[config.mk]
export PLATFORM = sky130hd
export DESIGN_NAME = varprec_unpack
export DESIGN_NICKNAME = d
export VERILOG_FILES = /design/src/rtl/vpu_pkg.sv /design/src/rtl/vp_unpack_ctrl.sv /design/src/rtl/vp_unpack_stage.sv /design/src/rtl/vp_unpack_align.sv /design/src/rtl/varprec_unpack.sv
export SDC_FILE = /design/constraint.sdc
export NUM_CORES = 1
export LEC_CHECK = 0
export CAP_MARGIN = 5
export CORE_MARGIN = 8
export CORE_UTILIZATION = 35
export CTS_BUF_LIST = sky130_fd_sc_hd__clkbuf_2 sky130_fd_sc_hd__clkbuf_4 sky130_fd_sc_hd__clkbuf_8
export DETAILED_ROUTE_END_ITERATION = 10
export DONT_BUFFER_PORTS = 1
export PLACE_DENSITY = 0.48
export SKIP_LAST_GASP = 1
export SYNTH_ARGS = -nofsm -noshare
export SYNTH_HDL_FRONTEND = slang
export SYNTH_SLANG_ARGS = --single-unit
[constraint.sdc]
create_clock -name clk -period 3.6 [get_ports clk]
set_input_delay 0.36 -clock clk [delete_from_list [all_inputs] [get_ports clk]]
set_output_delay 0.36 -clock clk [all_outputs]
set_load 0.02 [all_outputs]
[src/rtl/vpu_pkg.sv]
package vpu_pkg;
  // width of one memory word and of one expanded output value
  localparam int unsigned WORD_W  = 16;
  // two halves make the staging register
  localparam int unsigned HALVES  = 2;
  localparam int unsigned STAGE_W = HALVES * WORD_W;
  localparam int unsigned PTR_W   = $clog2(STAGE_W);
  localparam int unsigned LEN_W   = $clog2(WORD_W);
endpackage

[src/rtl/vp_unpack_ctrl.sv]
// Data-independent control: read pointer, half-occupancy flags, load order
// and the captured configuration. One instance can steer many lanes.
module vp_unpack_ctrl #(
  parameter  int WORD_W  = vpu_pkg::WORD_W,
  localparam int STAGE_W = 2 * WORD_W,
  localparam int PTR_W   = $clog2(STAGE_W),
  localparam int LEN_W   = $clog2(WORD_W)
) (
  input  logic             clk,
  input  logic             rst,
  input  logic             start,
  input  logic [LEN_W-1:0] cfg_len_m1,
  input  logic [LEN_W-1:0] cfg_shift,
  input  logic             in_valid,
  input  logic             slot_free,
  output logic             in_ready,
  output logic             load_en,
  output logic             load_half,
  output logic             take,
  output logic [PTR_W-1:0] ptr,
  output logic [LEN_W-1:0] len_q,
  output logic [LEN_W-1:0] shift_q
);

  logic [PTR_W-1:0] ptr_q;
  logic [PTR_W-1:0] ptr_last;
  logic [PTR_W-1:0] ptr_nxt;
  logic [PTR_W-1:0] step;
  logic [1:0]       full_q;
  logic             ld_sel_q;
  logic             have_all;
  logic             leave;

  assign step     = PTR_W'(len_q) + PTR_W'(1);
  assign ptr_last = ptr_q + PTR_W'(len_q);
  assign ptr_nxt  = ptr_q + step;

  // both the half holding the first bit and the one holding the last bit
  assign have_all = full_q[ptr_q[PTR_W-1]] && full_q[ptr_last[PTR_W-1]];
  assign take     = have_all && slot_free;
  assign leave    = take && (ptr_nxt[PTR_W-1] != ptr_q[PTR_W-1]);

  assign in_ready  = !full_q[ld_sel_q];
  assign load_en   = in_valid && in_ready;
  assign load_half = ld_sel_q;
  assign ptr       = ptr_q;

  always_ff @(posedge clk) begin
    if (rst) begin
      len_q   <= '1;
      shift_q <= '0;
    end else if (start) begin
      len_q   <= cfg_len_m1;
      shift_q <= cfg_shift;
    end
  end

  always_ff @(posedge clk) begin
    if (rst || start) begin
      ptr_q    <= '0;
      full_q   <= '0;
      ld_sel_q <= 1'b0;
    end else begin
      if (load_en) ld_sel_q <= ~ld_sel_q;
      if (take)    ptr_q    <= ptr_nxt;
      for (int h = 0; h < 2; h++) begin
        if (load_en && (ld_sel_q == 1'(h)))
          full_q[h] <= 1'b1;
        else if (leave && (ptr_q[PTR_W-1] == 1'(h)))
          full_q[h] <= 1'b0;
      end
    end
  end


  start_clear_chk: assert property (@(posedge clk) disable iff (rst)
    start |=> (in_ready && !take));

endmodule

[src/rtl/vp_unpack_stage.sv]
// Staging register: two word-wide halves, written alternately.
module vp_unpack_stage #(
  parameter  int WORD_W  = vpu_pkg::WORD_W,
  localparam int STAGE_W = 2 * WORD_W
) (
  input  logic               clk,
  input  logic               load_en,
  input  logic               load_half,
  input  logic [WORD_W-1:0]  word,
  output logic [STAGE_W-1:0] stage
);

  for (genvar h = 0; h < 2; h++) begin : g_half
    logic [WORD_W-1:0] half_q;
    always_ff @(posedge clk) begin
      if (load_en && (load_half == 1'(h)))
        half_q <= word;
    end
    assign stage[h*WORD_W +: WORD_W] = half_q;
  end

endmodule

[src/rtl/vp_unpack_align.sv]
// Rotates the staging register so the current field sits at bit 0,
// expands it to a full word at the chosen offset and registers it.
module vp_unpack_align #(
  parameter  int WORD_W  = vpu_pkg::WORD_W,
  localparam int STAGE_W = 2 * WORD_W,
  localparam int PTR_W   = $clog2(STAGE_W),
  localparam int LEN_W   = $clog2(WORD_W)
) (
  input  logic               clk,
  input  logic               rst,
  input  logic               start,
  input  logic [STAGE_W-1:0] stage,
  input  logic [PTR_W-1:0]   ptr,
  input  logic [LEN_W-1:0]   len_m1,
  input  logic [LEN_W-1:0]   shift,
  input  logic               take,
  input  logic               out_ready,
  output logic               out_valid,
  output logic [WORD_W-1:0]  out_val
);

  logic [2*STAGE_W-1:0] dbl;
  logic [2*STAGE_W-1:0] shr;
  logic [WORD_W-1:0]    low;
  logic [LEN_W:0]       plen;
  logic [WORD_W:0]      mask_w;
  logic [WORD_W-1:0]    mask;
  logic [WORD_W-1:0]    fld;
  logic [WORD_W-1:0]    sx;
  logic [WORD_W-1:0]    ext;
  logic                 sign;

  // circular rotate right by the pointer
  assign dbl = {stage, stage};
  assign shr = dbl >> ptr;
  assign low = shr[WORD_W-1:0];

  assign plen   = {1'b0, len_m1} + (LEN_W+1)'(1);
  assign mask_w = ((WORD_W+1)'(1) << plen) - (WORD_W+1)'(1);
  assign mask   = mask_w[WORD_W-1:0];
  assign sign   = low[len_m1];
  assign fld    = low & mask;
  assign sx     = sign ? (fld | ~mask) : fld;
  assign ext    = sx << shift;

  always_ff @(posedge clk) begin
    if (rst || start) begin
      out_valid <= 1'b0;
      out_val   <= '0;
    end else begin
      if (take) begin
        out_valid <= 1'b1;
        out_val   <= ext;
      end else if (out_ready) begin
        out_valid <= 1'b0;
      end
    end
  end


  low_fill_chk: assert property (@(posedge clk) disable iff (rst)
    out_valid |-> ((out_val & ((WORD_W'(1) << shift) - WORD_W'(1))) == '0));


  stall_hold_chk: assert property (@(posedge clk) disable iff (rst)
    (out_valid && !out_ready && !start) |=> (out_valid && $stable(out_val)));

endmodule

[src/rtl/varprec_unpack.sv]
module varprec_unpack #(
  parameter  int WORD_W  = vpu_pkg::WORD_W,
  localparam int STAGE_W = 2 * WORD_W,
  localparam int PTR_W   = $clog2(STAGE_W),
  localparam int LEN_W   = $clog2(WORD_W)
) (
  input  logic              clk,
  input  logic              rst,
  input  logic              start,
  input  logic [LEN_W-1:0]  cfg_len_m1,
  input  logic [LEN_W-1:0]  cfg_shift,
  input  logic [WORD_W-1:0] in_word,
  input  logic              in_valid,
  output logic              in_ready,
  output logic [WORD_W-1:0] out_val,
  output logic              out_valid,
  input  logic              out_ready
);

  logic               load_en;
  logic               load_half;
  logic               take;
  logic               slot_free;
  logic [PTR_W-1:0]   ptr;
  logic [LEN_W-1:0]   len_q;
  logic [LEN_W-1:0]   shift_q;
  logic [STAGE_W-1:0] stage;

  assign slot_free = !out_valid || out_ready;

  vp_unpack_ctrl #(.WORD_W(WORD_W)) ctrl_i (
    .clk       (clk),
    .rst       (rst),
    .start     (start),
    .cfg_len_m1(cfg_len_m1),
    .cfg_shift (cfg_shift),
    .in_valid  (in_valid),
    .slot_free (slot_free),
    .in_ready  (in_ready),
    .load_en   (load_en),
    .load_half (load_half),
    .take      (take),
    .ptr       (ptr),
    .len_q     (len_q),
    .shift_q   (shift_q)
  );

  vp_unpack_stage #(.WORD_W(WORD_W)) stage_i (
    .clk      (clk),
    .load_en  (load_en),
    .load_half(load_half),
    .word     (in_word),
    .stage    (stage)
  );

  vp_unpack_align #(.WORD_W(WORD_W)) align_i (
    .clk      (clk),
    .rst      (rst),
    .start    (start),
    .stage    (stage),
    .ptr      (ptr),
    .len_m1   (len_q),
    .shift    (shift_q),
    .take     (take),
    .out_ready(out_ready),
    .out_valid(out_valid),
    .out_val  (out_val)
  );

  // bit accounting seen only at the two handshakes
  logic [31:0] loaded_bits_q;
  logic [31:0] used_bits_q;
  logic [31:0] p_bits;

  assign p_bits = 32'(len_q) + 32'd1;

  always_ff @(posedge clk) begin
    if (rst || start) begin
      loaded_bits_q <= '0;
      used_bits_q   <= '0;
    end else begin
      if (in_valid && in_ready)   loaded_bits_q <= loaded_bits_q + 32'(WORD_W);
      if (out_valid && out_ready) used_bits_q   <= used_bits_q + p_bits;
    end
  end


  bit_budget_chk: assert property (@(posedge clk) disable iff (rst)
    (used_bits_q <= loaded_bits_q) &&
    ((loaded_bits_q - used_bits_q) <= 32'(3 * WORD_W)));


  field_loaded_chk: assert property (@(posedge clk) disable iff (rst)
    out_valid |-> (loaded_bits_q >= used_bits_q + p_bits));

endmodule

==> flow_summary.toml <==
[global_routing]
first_global_vias = 5231
grt_first_pass_wirelength_mm = 29.6
maximum_number_of_pins_on_one_net_before_global_route_repair = 34
antenna_found_initial = 0
total_global_routing_overflow = 0
groute.usage.overall_pct = 18.5

[logic_synthesis]
post_synth.cell_area_avg_um2 = 10.0
post_synthesis_cell_area_um2 = 5770
number_of_distinct_library_cells_after_synthesis = 79
count_of_flip_flops_with_a_built_in_enable_after_synthesis = 32
synth.yosys.seq_area_share_pct = 28.1
net_count_synth = 619
number_of_warnings_reported_in_the_yosys_synthesis_log = 0
synthCells = 575
asyncSetResetFlopFracSynth_pct = 0
ys.flop_type = "sky130_fd_sc_hd__dfxtp_1"
yosys_register_bits = 65

[timing]
rsz_0062_raised_after_global_routing = "yes"
final.min_clock_period_ns = 3.79
post-route-period-util_pct = 105
final.setup_skew_ns = 0.0264
number_of_hold_violations_in_the_final_report = 0
finalSetupTns_ns = -1.85
timing_worst_slew_pin_value_ns = 0.717
setup_viol = 14
fin_hold_ws_ns = 0.0555
worst_slack_ns = -0.192
timing.slew.headroom_pct = 52.1
fmax_mhz = 264
timing.final.max_slew_violations = 0

[drt]
drc = 0
wl_per_cell_um = 21.1
wl_mm = 18.7
ant_nets = 0
viasPerCell = 5.94
first_iter_violations = 365
firstDrtPassIters = 5
vias = 5261

[clocking]
numClockSinks = 65
tritoncts = "yes"
cts.htree.levels = 3
root_buffer = "sky130_fd_sc_hd__clkbuf_8"
number_of_clock_buffers_inserted_by_tritoncts = 9
clkTransAtPathRegs_ns = 0.08
cts-root-to-sink-buffers = 2
insertion_delay_ns = 0.38

[floorplanning]
die-height_um = 144
initial_cell_density_of_the_core_pct = 35.3
fp.dieArea_um2 = 20900
floorplan.die.width_um = 144
placementRows = 47
io_pins = 47
design.core.area_um2 = 16300

[power]
seq_power_share_pct = 35.3
power.static_leakage_nw = 2.64
switchingPower_w = 0.000812
power_report.internal_total_w = 0.00160
p_comb_share_pct = 34.4
ir_worst_vdd_v = 0.000246
switching_share_pct = 33.6
share_clk_of_total_power_pct = 30.2
power.total_w = 0.00242
cellPowerDensity_nw_per_um2 = 329

[cells_and_area]
postLayoutCoreUtil_pct = 44.9
fill_cells = 1602
drive_gt1_share_pct = 37.1
syn2layout_area_growth_pct = 27.2
layoutNonFillerInstCount = 885
nets_final = 704
insertedDiodeCount = 0

[worst_setup_path]
crit_path_start_kind = "flip-flop"
critical_path.max_fanout = 4
critical_path_endpoint_category = "flip-flop"
path_class = "reg -> reg"
timing.critical_path.arrival_ns = 4.03
worst-endpoint-required_ns = 3.84

[place]
place.gp.congestion = 0.906
port_buffers = 0
placedCellCount = 847
detailed_place_hpwl_mm = 14.2

[worst_hold_path]
hold_path.class = "in -> reg"

[flow_run]
cap_viol_max_count = 0

[status]
violations = "setup timing"
outcome = "complete, but fails checks"
[cells by family after synthesis]
group	Yosys count	synth area share, %
multiplexers	98	29.7
AND/OR/NAND/NOR	180	14.2
flip-flops	65	28.1
XOR/XNOR	8	1.21
buffers and inverters	56	4.53
adder cells (fa/ha/maj)	15	3.38
AO/OA/AOI/OAI	153	18.9
[cell type report]
type / instances / area, µm² / area share, %
Sequential cell: 65 / 1630 / 22.1
Tap cell: 220 / 275 / 3.75
Timing Repair Buffer: 119 / 1010 / 13.8
Inverter: 11 / 41.3 / 0.562
Clock buffer: 10 / 131 / 1.79
Multi-Input combinational cell: 454 / 4170 / 56.8
Clock inverter: 6 / 90.1 / 1.23
[per-layer routing]
layer	share of wire [%]	vias up	GRT usage (%)
met1	43	2656	24.0
met4	2.1	0	6.13
li1	-	2408	-
met3	5.8	28	4.16
met2	49	169	30.1
met5	0	-	0
[through the flow]
step                cell area, µm²  worst slack, ns
floorplan                     5770           0.0174
global placement              6610           -0.342
detailed placement            6610           -0.422
CTS                           7160           -0.191
global route                  7350           -0.313
finish                        7350           -0.192
[timing repair]
item | CTS | global route
cloned | 1 | 0
endpoints found under the setup margin | 15 | 16
hold buffers | 0 | 0
pin swaps | 16 | 27
setup buffers | 15 | 7
endpoints found under the hold margin | 0 | 0
resized for setup | 40 | 34
[layout by cell type, fill, tap and decap left out, types with 11 or more instances in the layout]
| cell | count |
|---|---|
| sky130_fd_sc_hd__mux4_2 | 49 |
| sky130_fd_sc_hd__nand3_1 | 14 |
| sky130_fd_sc_hd__a21oi_1 | 35 |
| sky130_fd_sc_hd__dfxtp_1 | 32 |
| sky130_fd_sc_hd__buf_4 | 102 |
| sky130_fd_sc_hd__ha_1 | 14 |
| sky130_fd_sc_hd__edfxtp_1 | 32 |
| sky130_fd_sc_hd__o21ai_0 | 15 |
| sky130_fd_sc_hd__nor2_1 | 61 |
| sky130_fd_sc_hd__buf_6 | 11 |
| sky130_fd_sc_hd__mux2i_1 | 25 |
| sky130_fd_sc_hd__o211ai_1 | 12 |
| sky130_fd_sc_hd__nand2_1 | 54 |
[path summary, 6_finish.rpt]
kind / depth (start not counted) / end / slack, ns / startpoint
max: 15 / align_i.out_val[13] / -0.19 / ctrl_i.ptr[1]
min: 1 / ctrl_i.shift_q[3] / 0.06 / rst
max reg2reg: 15 / align_i.out_val[13] / -0.19 / ctrl_i.ptr[1]
min reg2reg: 2 / ctrl_i.load_half / 0.56 / ctrl_i.load_half
[power groups by stage]
stage               Combinational, W  Clock [W]  Sequential [W]
floorplan                   0.000462          0        0.000846
global placement            0.000708          0        0.000868
detailed placement          0.000711          0        0.000869
CTS                         0.000775   0.000756        0.000852
global route                0.000892   0.000788        0.000858
finish                      0.000832   0.000731        0.000853
[critical path, stage by stage, from the launching register on]
cell and delay [ns]:
sky130_fd_sc_hd__dfxtp_4 0.39, sky130_fd_sc_hd__buf_12 0.12, sky130_fd_sc_hd__buf_8 0.10, sky130_fd_sc_hd__buf_6 0.10, sky130_fd_sc_hd__mux4_2 0.52, sky130_fd_sc_hd__mux4_2 0.53, sky130_fd_sc_hd__mux2i_4 0.23, sky130_fd_sc_hd__o32ai_4 0.12
sky130_fd_sc_hd__a2111oi_4 0.28, sky130_fd_sc_hd__buf_4 0.19, sky130_fd_sc_hd__nand3_4 0.10, sky130_fd_sc_hd__a31o_4 0.28, sky130_fd_sc_hd__mux2i_4 0.22, sky130_fd_sc_hd__mux2i_4 0.13, sky130_fd_sc_hd__o211ai_1 0.23, sky130_fd_sc_hd__o211ai_1 0.11
[synthesized netlist by cell type, types with 3 or more instances]
cell type                   count  share of area, %
sky130_fd_sc_hd__or2_2          3              0.33
sky130_fd_sc_hd__a21oi_1       35               3.0
sky130_fd_sc_hd__a32oi_1        4              0.61
sky130_fd_sc_hd__xnor2_1        3              0.46
sky130_fd_sc_hd__mux2_2        12               2.3
sky130_fd_sc_hd__a2bb2oi_1      3              0.46
sky130_fd_sc_hd__buf_2         10              0.87
sky130_fd_sc_hd__a211oi_1       3              0.39
sky130_fd_sc_hd__a211o_1        3              0.46
sky130_fd_sc_hd__o311ai_0       4              0.61
sky130_fd_sc_hd__nand2_1       56               3.6
sky130_fd_sc_hd__o21a_1         4              0.52
sky130_fd_sc_hd__o22ai_1        7              0.76
sky130_fd_sc_hd__ha_1          14               3.0
sky130_fd_sc_hd__o31a_1         3              0.46
sky130_fd_sc_hd__mux2i_1       31               5.4
sky130_fd_sc_hd__edfxtp_1      32                17
sky130_fd_sc_hd__o21ai_1        7              0.61
sky130_fd_sc_hd__mux4_1         8               3.6
sky130_fd_sc_hd__nor2b_1        9              0.98
sky130_fd_sc_hd__inv_1          9              0.59
sky130_fd_sc_hd__nand3_1       15               1.3
sky130_fd_sc_hd__nor3_1         5              0.43
sky130_fd_sc_hd__dfxtp_1       33                11
sky130_fd_sc_hd__o211ai_1      12               1.6
sky130_fd_sc_hd__o21ai_0       17               1.5
sky130_fd_sc_hd__clkbuf_1      28               1.8
sky130_fd_sc_hd__nand2b_1       9              0.98
sky130_fd_sc_hd__mux4_2        45                18
sky130_fd_sc_hd__a21o_1         6              0.78
sky130_fd_sc_hd__o31ai_1        3              0.39
sky130_fd_sc_hd__nor2_1        61               4.0
sky130_fd_sc_hd__a22oi_1        5              0.65
sky130_fd_sc_hd__o32ai_1        6              0.91
sky130_fd_sc_hd__a31oi_1        3              0.33
sky130_fd_sc_hd__or3_1          3              0.33
sky130_fd_sc_hd__and2_1         6              0.65
sky130_fd_sc_hd__xor2_1         5              0.76
[registers in the layout, indices dropped and copies added, names as in the netlist]
register and count:
align_i.out_val 16, stage_i.g_half.half_q 32, ctrl_i.len_q 4, ctrl_i.shift_q 4
ctrl_i.load_half 1, ctrl_i.ptr 5, ctrl_i.full_q 2, align_i.out_valid 1
No activity file was read; power rests on OpenSTA's default activity.
